===== src/rtl/ibi_pkg.sv =====
package ibi_pkg;

  typedef enum logic [2:0] {
    ST_IDLE,    // nothing in flight
    ST_SSTART,  // own START held on SDA
    ST_HDR,     // address header + read bit
    ST_ACK,     // ninth header bit from controller
    ST_DATA,    // payload bits
    ST_TBIT,    // end-of-data bit
    ST_TREL,    // hold end-of-data low until SCL falls
    ST_BACK     // waiting for bus-available before retry
  } ibi_state_e;

endpackage


===== src/rtl/ibi_bus_mon.sv =====
module ibi_bus_mon #(
  parameter int CNT_W = 16
) (
  input  logic             clk,
  input  logic             rst_n,
  input  logic             scl_i,
  input  logic             sda_i,
  input  logic             tick_i,
  input  logic [CNT_W-1:0] avail_limit,
  output logic             scl_fall,
  output logic             scl_rise,
  output logic             start_det,
  output logic             stop_det,
  output logic             avail
);

  logic             scl_q;
  logic             sda_q;
  logic [CNT_W-1:0] idle_cnt;

  always_ff @(posedge clk or negedge rst_n) begin
    if (!rst_n) begin
      scl_q    <= 1'b1;
      sda_q    <= 1'b1;
      idle_cnt <= '0;
    end else begin
      scl_q <= scl_i;
      sda_q <= sda_i;
      if (!(scl_i && sda_i))
        idle_cnt <= '0;
      else if (tick_i && (idle_cnt < avail_limit))
        idle_cnt <= idle_cnt + 1'b1;
    end
  end

  assign scl_fall  = scl_q && !scl_i;
  assign scl_rise  = !scl_q && scl_i;
  assign start_det = scl_q && scl_i && sda_q && !sda_i;
  assign stop_det  = scl_q && scl_i && !sda_q && sda_i;
  assign avail     = (avail_limit != '0) && (idle_cnt >= avail_limit);


  avail_lines_high_chk: assert property (@(posedge clk) disable iff (!rst_n)
    avail |-> (scl_q && sda_q));


  idle_count_step_chk: assert property (@(posedge clk) disable iff (!rst_n)
    (idle_cnt != '0) |-> ((idle_cnt == $past(idle_cnt)) ||
                          (idle_cnt == $past(idle_cnt) + 1'b1)));

endmodule


===== src/rtl/ibi_fsm.sv =====
module ibi_fsm
  import ibi_pkg::*;
#(
  parameter int ADDR_W = 7,
  parameter int DATA_W = 8
) (
  input  logic              clk,
  input  logic              rst_n,
  input  logic              scl_fall,
  input  logic              scl_rise,
  input  logic              start_det,
  input  logic              stop_det,
  input  logic              avail,
  input  logic              sda_i,
  input  logic [ADDR_W-1:0] dyn_addr,
  input  logic              req_valid,
  output logic              req_ready,
  input  logic              req_has_byte,
  input  logic [DATA_W-1:0] req_byte,
  output logic              sda_pull,
  output logic              won,
  output logic              lost,
  output logic              sent
);

  localparam int HDR_W = ADDR_W + 1;
  localparam int SH_W  = (HDR_W > DATA_W) ? HDR_W : DATA_W;
  localparam int IDX_W = $clog2(SH_W + 1);

  ibi_state_e        state;
  logic              pending;
  logic              has_q;
  logic [DATA_W-1:0] pay_q;
  logic [SH_W-1:0]   sh;
  logic [IDX_W-1:0]  idx;
  logic [SH_W-1:0]   hdr_word;
  logic [SH_W-1:0]   pay_word;
  logic              cur_bit;

  // header and payload left-aligned so the MSB always leaves first
  assign hdr_word  = SH_W'({dyn_addr, 1'b1}) << (SH_W - HDR_W);
  assign pay_word  = SH_W'(pay_q) << (SH_W - DATA_W);
  assign cur_bit   = sh[SH_W-1];
  assign req_ready = !pending;

  always_ff @(posedge clk or negedge rst_n) begin
    if (!rst_n) begin
      state    <= ST_IDLE;
      pending  <= 1'b0;
      has_q    <= 1'b0;
      pay_q    <= '0;
      sh       <= '0;
      idx      <= '0;
      sda_pull <= 1'b0;
      won      <= 1'b0;
      lost     <= 1'b0;
      sent     <= 1'b0;
    end else begin
      won  <= 1'b0;
      lost <= 1'b0;
      sent <= 1'b0;

      if (req_valid && !pending) begin
        pending <= 1'b1;
        has_q   <= req_has_byte;
        pay_q   <= req_byte;
      end

      case (state)
        ST_IDLE: begin
          sda_pull <= 1'b0;
          if (pending && start_det) begin
            sh    <= hdr_word;
            idx   <= '0;
            state <= ST_HDR;
          end else if (pending && avail) begin
            sda_pull <= 1'b1;
            state    <= ST_SSTART;
          end
        end

        ST_SSTART: begin
          if (start_det) begin
            sh    <= hdr_word;
            idx   <= '0;
            state <= ST_HDR;
          end
        end

        ST_HDR: begin
          if (stop_det) begin
            sda_pull <= 1'b0;
            state    <= ST_BACK;
          end else if (scl_fall) begin
            sda_pull <= !cur_bit;
          end else if (scl_rise) begin
            if (cur_bit && !sda_i) begin
              lost     <= 1'b1;
              sda_pull <= 1'b0;
              state    <= ST_BACK;
            end else begin
              sh  <= sh << 1;
              idx <= idx + 1'b1;
              if (idx == IDX_W'(HDR_W - 1)) begin
                won   <= 1'b1;
                state <= ST_ACK;
              end
            end
          end
        end

        ST_ACK: begin
          if (stop_det) begin
            sda_pull <= 1'b0;
            state    <= ST_BACK;
          end else if (scl_fall) begin
            sda_pull <= 1'b0;
          end else if (scl_rise) begin
            if (sda_i) begin
              state <= ST_BACK;
            end else if (has_q) begin
              sh    <= pay_word;
              idx   <= '0;
              state <= ST_DATA;
            end else begin
              sent    <= 1'b1;
              pending <= 1'b0;
              state   <= ST_IDLE;
            end
          end
        end

        ST_DATA: begin
          if (stop_det) begin
            sda_pull <= 1'b0;
            state    <= ST_BACK;
          end else if (scl_fall) begin
            sda_pull <= !cur_bit;
          end else if (scl_rise) begin
            sh  <= sh << 1;
            idx <= idx + 1'b1;
            if (idx == IDX_W'(DATA_W - 1))
              state <= ST_TBIT;
          end
        end

        ST_TBIT: begin
          if (stop_det) begin
            sda_pull <= 1'b0;
            state    <= ST_BACK;
          end else if (scl_fall) begin
            sda_pull <= 1'b1;
          end else if (scl_rise) begin
            sent    <= 1'b1;
            pending <= 1'b0;
            state   <= ST_TREL;
          end
        end

        ST_TREL: begin
          if (scl_fall || stop_det || start_det) begin
            sda_pull <= 1'b0;
            state    <= ST_IDLE;
          end
        end

        ST_BACK: begin
          sda_pull <= 1'b0;
          if (avail)
            state <= ST_IDLE;
        end

        default: begin
          sda_pull <= 1'b0;
          state    <= ST_IDLE;
        end
      endcase
    end
  end


  lost_release_chk: assert property (@(posedge clk) disable iff (!rst_n)
    lost |-> !sda_pull);


  won_single_chk: assert property (@(posedge clk) disable iff (!rst_n)
    won |=> !won);


  won_lost_excl_chk: assert property (@(posedge clk) disable iff (!rst_n)
    !(won && lost));


  backoff_quiet_chk: assert property (@(posedge clk) disable iff (!rst_n)
    (state == ST_BACK) |-> !sda_pull);


  self_start_gate_chk: assert property (@(posedge clk) disable iff (!rst_n)
    ($rose(sda_pull) && $past(state == ST_IDLE)) |-> $past(avail));


  sent_clears_chk: assert property (@(posedge clk) disable iff (!rst_n)
    sent |-> req_ready);


  idle_quiet_chk: assert property (@(posedge clk) disable iff (!rst_n)
    (!pending && (state == ST_IDLE)) |-> !sda_pull);

endmodule


===== src/rtl/ibi_requester.sv =====
module ibi_requester #(
  parameter int ADDR_W = 7,
  parameter int DATA_W = 8,
  parameter int CNT_W  = 16
) (
  input  logic              clk,
  input  logic              rst_n,
  input  logic              scl_i,
  input  logic              sda_i,
  input  logic              tick_i,
  input  logic [CNT_W-1:0]  avail_limit,
  input  logic [ADDR_W-1:0] dyn_addr,
  input  logic              req_valid,
  output logic              req_ready,
  input  logic              req_has_byte,
  input  logic [DATA_W-1:0] req_byte,
  output logic              sda_pull_o,
  output logic              won_o,
  output logic              lost_o,
  output logic              sent_o
);

  logic scl_fall;
  logic scl_rise;
  logic start_det;
  logic stop_det;
  logic avail;

  ibi_bus_mon #(
    .CNT_W (CNT_W)
  ) u_mon (
    .clk         (clk),
    .rst_n       (rst_n),
    .scl_i       (scl_i),
    .sda_i       (sda_i),
    .tick_i      (tick_i),
    .avail_limit (avail_limit),
    .scl_fall    (scl_fall),
    .scl_rise    (scl_rise),
    .start_det   (start_det),
    .stop_det    (stop_det),
    .avail       (avail)
  );

  ibi_fsm #(
    .ADDR_W (ADDR_W),
    .DATA_W (DATA_W)
  ) u_fsm (
    .clk          (clk),
    .rst_n        (rst_n),
    .scl_fall     (scl_fall),
    .scl_rise     (scl_rise),
    .start_det    (start_det),
    .stop_det     (stop_det),
    .avail        (avail),
    .sda_i        (sda_i),
    .dyn_addr     (dyn_addr),
    .req_valid    (req_valid),
    .req_ready    (req_ready),
    .req_has_byte (req_has_byte),
    .req_byte     (req_byte),
    .sda_pull     (sda_pull_o),
    .won          (won_o),
    .lost         (lost_o),
    .sent         (sent_o)
  );

endmodule


===== config.mk =====
export PLATFORM = sky130hd
export DESIGN_NAME = ibi_requester
export DESIGN_NICKNAME = d
export VERILOG_FILES = /design/src/rtl/ibi_pkg.sv /design/src/rtl/ibi_bus_mon.sv /design/src/rtl/ibi_fsm.sv /design/src/rtl/ibi_requester.sv
export SDC_FILE = /design/constraint.sdc
export NUM_CORES = 1
export LEC_CHECK = 0
export BUFFER_PORTS_ARGS = -buffer_cell sky130_fd_sc_hd__buf_2
export CAP_MARGIN = 20
export CELL_PAD_IN_SITES_DETAIL_PLACEMENT = 1
export CELL_PAD_IN_SITES_GLOBAL_PLACEMENT = 1
export CORE_ASPECT_RATIO = 1.75
export CORE_MARGIN = 1
export CORE_UTILIZATION = 28
export CTS_CLUSTER_DIAMETER = 80
export DETAILED_ROUTE_END_ITERATION = 8
export MAX_ROUTING_LAYER = met4
export PLACE_DENSITY_LB_ADDON = 0.05
export SLEW_MARGIN = 15
export SYNTH_ARGS = -nofsm -noshare
export SYNTH_HDL_FRONTEND = slang
export SYNTH_SLANG_ARGS = --single-unit

===== constraint.sdc =====
create_clock -name clk -period 2.9 [get_ports clk]
set_clock_uncertainty 0.2 [all_clocks]
set_input_delay 0.58 -clock clk [delete_from_list [all_inputs] [get_ports clk]]
set_output_delay 0.58 -clock clk [all_outputs]
set_load 0.02 [all_outputs]

# Word-level counts from Yosys, hierarchy flattened
# Cells that the tools add are included.
# Widths: inputs -> output; s select.
dict set report word_totals {
  word_cells 186
  output_inout_bits 5
  input_bits 38
  register_bits 47
}
dict set report op_classes {
  muxes 99
  add_sub_neg 2
  magnitude_cmp 2
  eq_ne 41
  reduce_logical 29
}
# op n
set op_table {}
lappend op_table {{$mux 8} 14}
lappend op_table {{$mux 3} 22}
lappend op_table {{$mux 4} 14}
lappend op_table {{$mux 1} 41}
lappend op_table {{$pmux 8 s5} 1}
lappend op_table {{$mux 16} 2}
lappend op_table {{$ne 2x2->1 const B} 12}
lappend op_table {{$pmux 3 s8} 1}
lappend op_table {{$pmux 4 s5} 1}
lappend op_table {{$add 16x1->16 const B} 1}
lappend op_table {{$ge 16x16->1} 1}
lappend op_table {{$lt 16x16->1} 1}
lappend op_table {{$reduce_bool 16->1} 1}
lappend op_table {{$ne 3x1->1 const B} 5}
lappend op_table {{$reduce_and 15->1} 1}
lappend op_table {{$logic_and 1x1->1} 14}
lappend op_table {{$reduce_and 14->1} 1}
lappend op_table {{$eq 3x3->1 const B} 4}
lappend op_table {{$ne 3x2->1 const B} 4}
lappend op_table {{$ne 3x3->1 const B} 4}
lappend op_table {{$ne 2x1->1 const B} 5}
lappend op_table {{$ne 4x1->1 const B} 2}
lappend op_table {{$pmux 1 s7} 1}
lappend op_table {{$reduce_and 7->1} 1}
lappend op_table {{other kinds (11)} 19}

# Depth between registers and ports, before layout
dict set report logic_depth {
  word_depth 9
  depth_mapped 9
  mapped_depth_nobuf 8
}

# Cells and area by module
# A second synthesis with hierarchy kept.
dict set report hier_totals {
  cells_unflattened 364
  hier_area_um2 3384.5
}
# mod area_per_inst_um2 n_inst cells_each seq_area_each_um2
set modules_own_cells {}
lappend modules_own_cells {ibi_fsm 1783.0 1 187 725.7}
lappend modules_own_cells {ibi_bus_mon 1601.5 1 177 452.9}

# Worst setup path before layout
# Ideal clock, no wire load.
dict set report synth_timing {
  kind {in2reg}
  from {input avail_limit[13]}
  to {register u_mon.idle_cnt[14]}
  arrival_ps 2245
  setup_time_ps 78
  path_buffers 1
  t_required_ps 2622
  setup_slack_ps 377
  path_stages 9
  cell_sequence {inv_1 ha_1 a21o_1 a21o_1 a22oi_4 nand4_2 buf_6 or4_1 a21oi_1}
}
dict set report synth_between {
  elab_chain_cells 3
}
# item line_no
set synth_lines {}
lappend synth_lines {{start: declaration} ibi_requester.sv:11} ;# input logic [CNT_W-1:0] avail_limit,
lappend synth_lines {{$lt 16x16->1} ibi_bus_mon.sv:31} ;# else if (tick_i && (idle_cnt < avail_limit))
lappend synth_lines {{$logic_and 1x1->1} ibi_bus_mon.sv:31}
lappend synth_lines {{$ne 2x2->1 (no line)} -}
lappend synth_lines {{end signal: assignment} ibi_bus_mon.sv:32} ;# idle_cnt <= idle_cnt + 1'b1;
lappend synth_lines {{end: declaration} ibi_bus_mon.sv:19} ;# logic [CNT_W-1:0] idle_cnt;
# No other way between the ends.
# A chain may end at the register's enable or synchronous reset.

# Final worst setup path
dict set report layout_timing {
  from {register u_mon.idle_cnt[9]}
  to {register u_mon.idle_cnt[9]}
}
dict set report layout_between {
  elab_chain_cells 3
  word_cells_on_any_way 6
  classes_between {1 x add/sub; 1 x order compare; 1 x eq/ne; 2 x mux; 1 x reduce/logical}
}
# item line_no
set layout_lines {}
lappend layout_lines {{$add 16x1->16 or $lt 16x16->1 (tied branches)} {ibi_bus_mon.sv:32, ibi_bus_mon.sv:31}}
lappend layout_lines {{$mux 16 or $logic_and 1x1->1 (tied branches)} ibi_bus_mon.sv:31}
lappend layout_lines {{$mux 16 or $ne 2x2->1 (tied branches)} -}
# Parallel ways exist; a longest one is shown, timed or not. The select of a mux whose other input is x is not followed.

==> flow_metrics.py <==
metrics = {
    "final_layout": {
        "diodes": 0,
        "final_util_pct": 34.4,
        "area_delta_synth_final_pct": 19.1,
        "num-nets-final": 488,
        "fin_cells": 558,
        "drive_above_1_share_pct": 20.9,
    },
    "logic_synthesis": {
        "synthAdderAreaFrac_pct": 9.64,
        "yosysWarnings": 0,
        "syn_inst": 377,
        "synth_ff_type": "dfrtp_1",
        "synth-compound-area-share_pct": 21.5,
        "synth_fp_nets": 440,
        "synth_area_leader_cell": "dfrtp_1",
        "synth_commonest_cells": "dfrtp_1, inv_1, a21oi_1",
        "synth_xor_area_share_pct": 0.270,
        "synth_top_family_by_area": "compound AO/OA/AOI/OAI gates",
        "syn_area_per_cell_um2": 8.61,
        "synth_most_common_cell": "dfrtp_1",
        "yosys.area.top_type_share_pct": 34.7,
        "async_flop_share_pct": 100,
        "muxShareOfSynthArea_pct": 3.74,
        "synth_edf_count": 0,
        "synth-simple-area-share_pct": 21.4,
        "yosysSeqAreaShare_pct": 36.3,
        "syn_area_um2": 3240,
        "ys_types": 56,
        "synth_area_leaders": "dfrtp_1, ha_1, a21oi_1",
        "synth_seq_cells": 47,
    },
    "routing": {
        "drt_wl_total_um": 10400,
        "num_vias": 3018,
        "vias_per_cell": 5.41,
        "drc": 0,
        "drt_iter0_markers": 99,
        "wl_per_cell_um": 18.6,
        "ant_nets": 0,
        "firstDrtPassIters": 4,
    },
    "floorplan": {
        "die_w_um": 83.4,
        "die_area_um2": 12000,
        "std_cell_rows": 51,
        "start_util_pct": 28.9,
        "core_area_um2": 11200,
        "die_h_um": 144,
        "io_pins": 43,
    },
    "clock_network": {
        "cts.sinks": 47,
        "postCtsSetupRepairBufs": 0,
        "tritoncts": "done",
        "cts_root_buf": "clkbuf_16",
        "ctsResizeCount": 0,
        "cts_buffers": 5,
        "path_clk_slew_ns": 0.07,
        "ctsLongestPathBuffers": 2,
        "cts_hold_buf": 0,
        "cts-htree-levels": 2,
        "clk-insertion-delay-late_ns": 0.29,
    },
    "placed_design": {
        "dpl.cell_count": 550,
        "dp_hpwl_um": 8330,
        "gp_congestion": 0.777,
        "port_buffers": 42,
    },
    "setup_path": {
        "cp-startpoint": "u_mon.idle_cnt[9]",
        "r2r-end": "u_mon.idle_cnt[9]",
        "critPathKind": "reg -> reg",
        "rrSetupSlack_ns": 0.41,
        "cp.required_ns": 2.93,
        "cp-end-kind": "flop",
        "critPathArrivalTime_ns": 2.52,
        "crit_fanout": 9,
        "r2r_cells": 8,
        "rr_startpoint": "u_mon.idle_cnt[9]",
        "crit_end": "u_mon.idle_cnt[9]",
        "crit_path_start_kind": "flop",
    },
    "worst_hold_path": {
        "holdCritPathClass": "in -> async",
    },
    "global_route": {
        "grt-ovfl-total": 0,
        "grt_pass1_vias": 3216,
        "grt_pass1_wl_um": 17000,
        "grt_max_degree": 48,
        "track_usage_pct": 19.0,
        "antenna_found_initial": 0,
    },
    "sta": {
        "tns_ns": 0,
        "hold_viol": 0,
        "fmax_mhz": 401,
        "slew_violations": 0,
        "period_share_pct": 86.0,
        "slew_headroom_pct": 58.8,
        "rsz0062_at_grt": "false",
        "period_minus_slack_ns": 2.49,
        "tightest_slew_ns": 0.618,
        "setup_viol": 0,
    },
    "power": {
        "p_per_area_nw_per_um2": 787,
        "ir_drop_mv": 0.369,
        "power.leakage_nw": 1.82,
        "power_mw": 3.04,
    },
    "run": {
        "maxCapViolCount": 0,
    },
    "run_status": {
        "outcome": "finished, final reports clean",
    },
}
-- cells in the final DEF (no fill, tap or decap), types with 11 or more instances in the layout --
cell type | netlist | final
ha_1 | 25 | 25
inv_1 | 37 | 37
o21ai_0 | 19 | 19
nand2_1 | 31 | 31
buf_4 | 1 | 16
buf_2 | 8 | 42
dfrtp_1 | 45 | 45
a21oi_1 | 32 | 32
o31ai_1 | 11 | 11
nor2_1 | 28 | 28
-- worst min-delay path by stage --
stage	startpoint	end	slack, ns
4_1_cts	rst_n	u_fsm.sda_pull	0.08
2_1_floorplan	rst_n	u_fsm.has_q	0.08
6_report	rst_n	u_fsm.sent	0.06
3_5_place_dp	u_fsm.sh[3]	u_fsm.sh[3]	0.28
3_3_place_gp	u_fsm.sh[3]	u_fsm.sh[3]	0.27
5_1_grt	rst_n	u_fsm.idx[0]	0.10
-- cell type report --
class                           count  area, um2
Clock inverter                      2       38.8
Inverter                           37        139
Clock buffer                        6        139
Fill cell                        1350       7370
Timing Repair Buffer               60        370
Tap cell                          132        165
Multi-Input combinational cell    274       1830
Sequential cell                    47       1180
-- flip-flops by register name, summed over array words and instances, names as in the netlist, 3 cells and up --
name and flops:
u_fsm.state 3, u_fsm.idx 4, u_mon.idle_cnt 16, u_fsm.sh 8, u_fsm.pay_q 8
-- per-layer routing --
metal,GRT usage (%),share of wire [%],vias to the layer above
met1,18.1,36,1494
met4,8.35,3.6,0
li1,-,-,1457
met3,2.40,2.1,18
met2,37.8,58,49
met5,-,0,-
-- cell families after synthesis --
logic type               Yosys count
AO/OA/AOI/OAI                    106
XOR/XNOR                           1
adder cells (fa/ha/maj)           25
buffers and inverters             56
flip-flops                        47
multiplexers                      11
AND/OR/NAND/NOR                  131
-- critical path, stage by stage (launching register included) --
cell     delay, ns
dfrtp_1       0.43
ha_1          0.33
a21oi_1       0.20
o21ai_2       0.14
a22oi_4       0.24
nand4_1       0.18
buf_4         0.21
or3_1         0.34
a21oi_1       0.14
-- where the power goes --
part	internal (mW)	switching, mW
logic	0.577	0.764
registers	0.822	0.179
clock network	0.434	0.267
total	1.83	1.21
-- stage by stage --
step / setup slack, ns / cell area [um2] / hold WS (ns)
global route: 0.161 / 3860 / 0.102
floorplan: 0.377 / 3240 / 0.0844
detailed placement: 0.0658 / 3690 / 0.277
CTS: 0.361 / 3860 / 0.0778
finish: 0.406 / 3860 / 0.0587
global placement: 0.0872 / 3690 / 0.266
(Power assumes the default switching activity.)
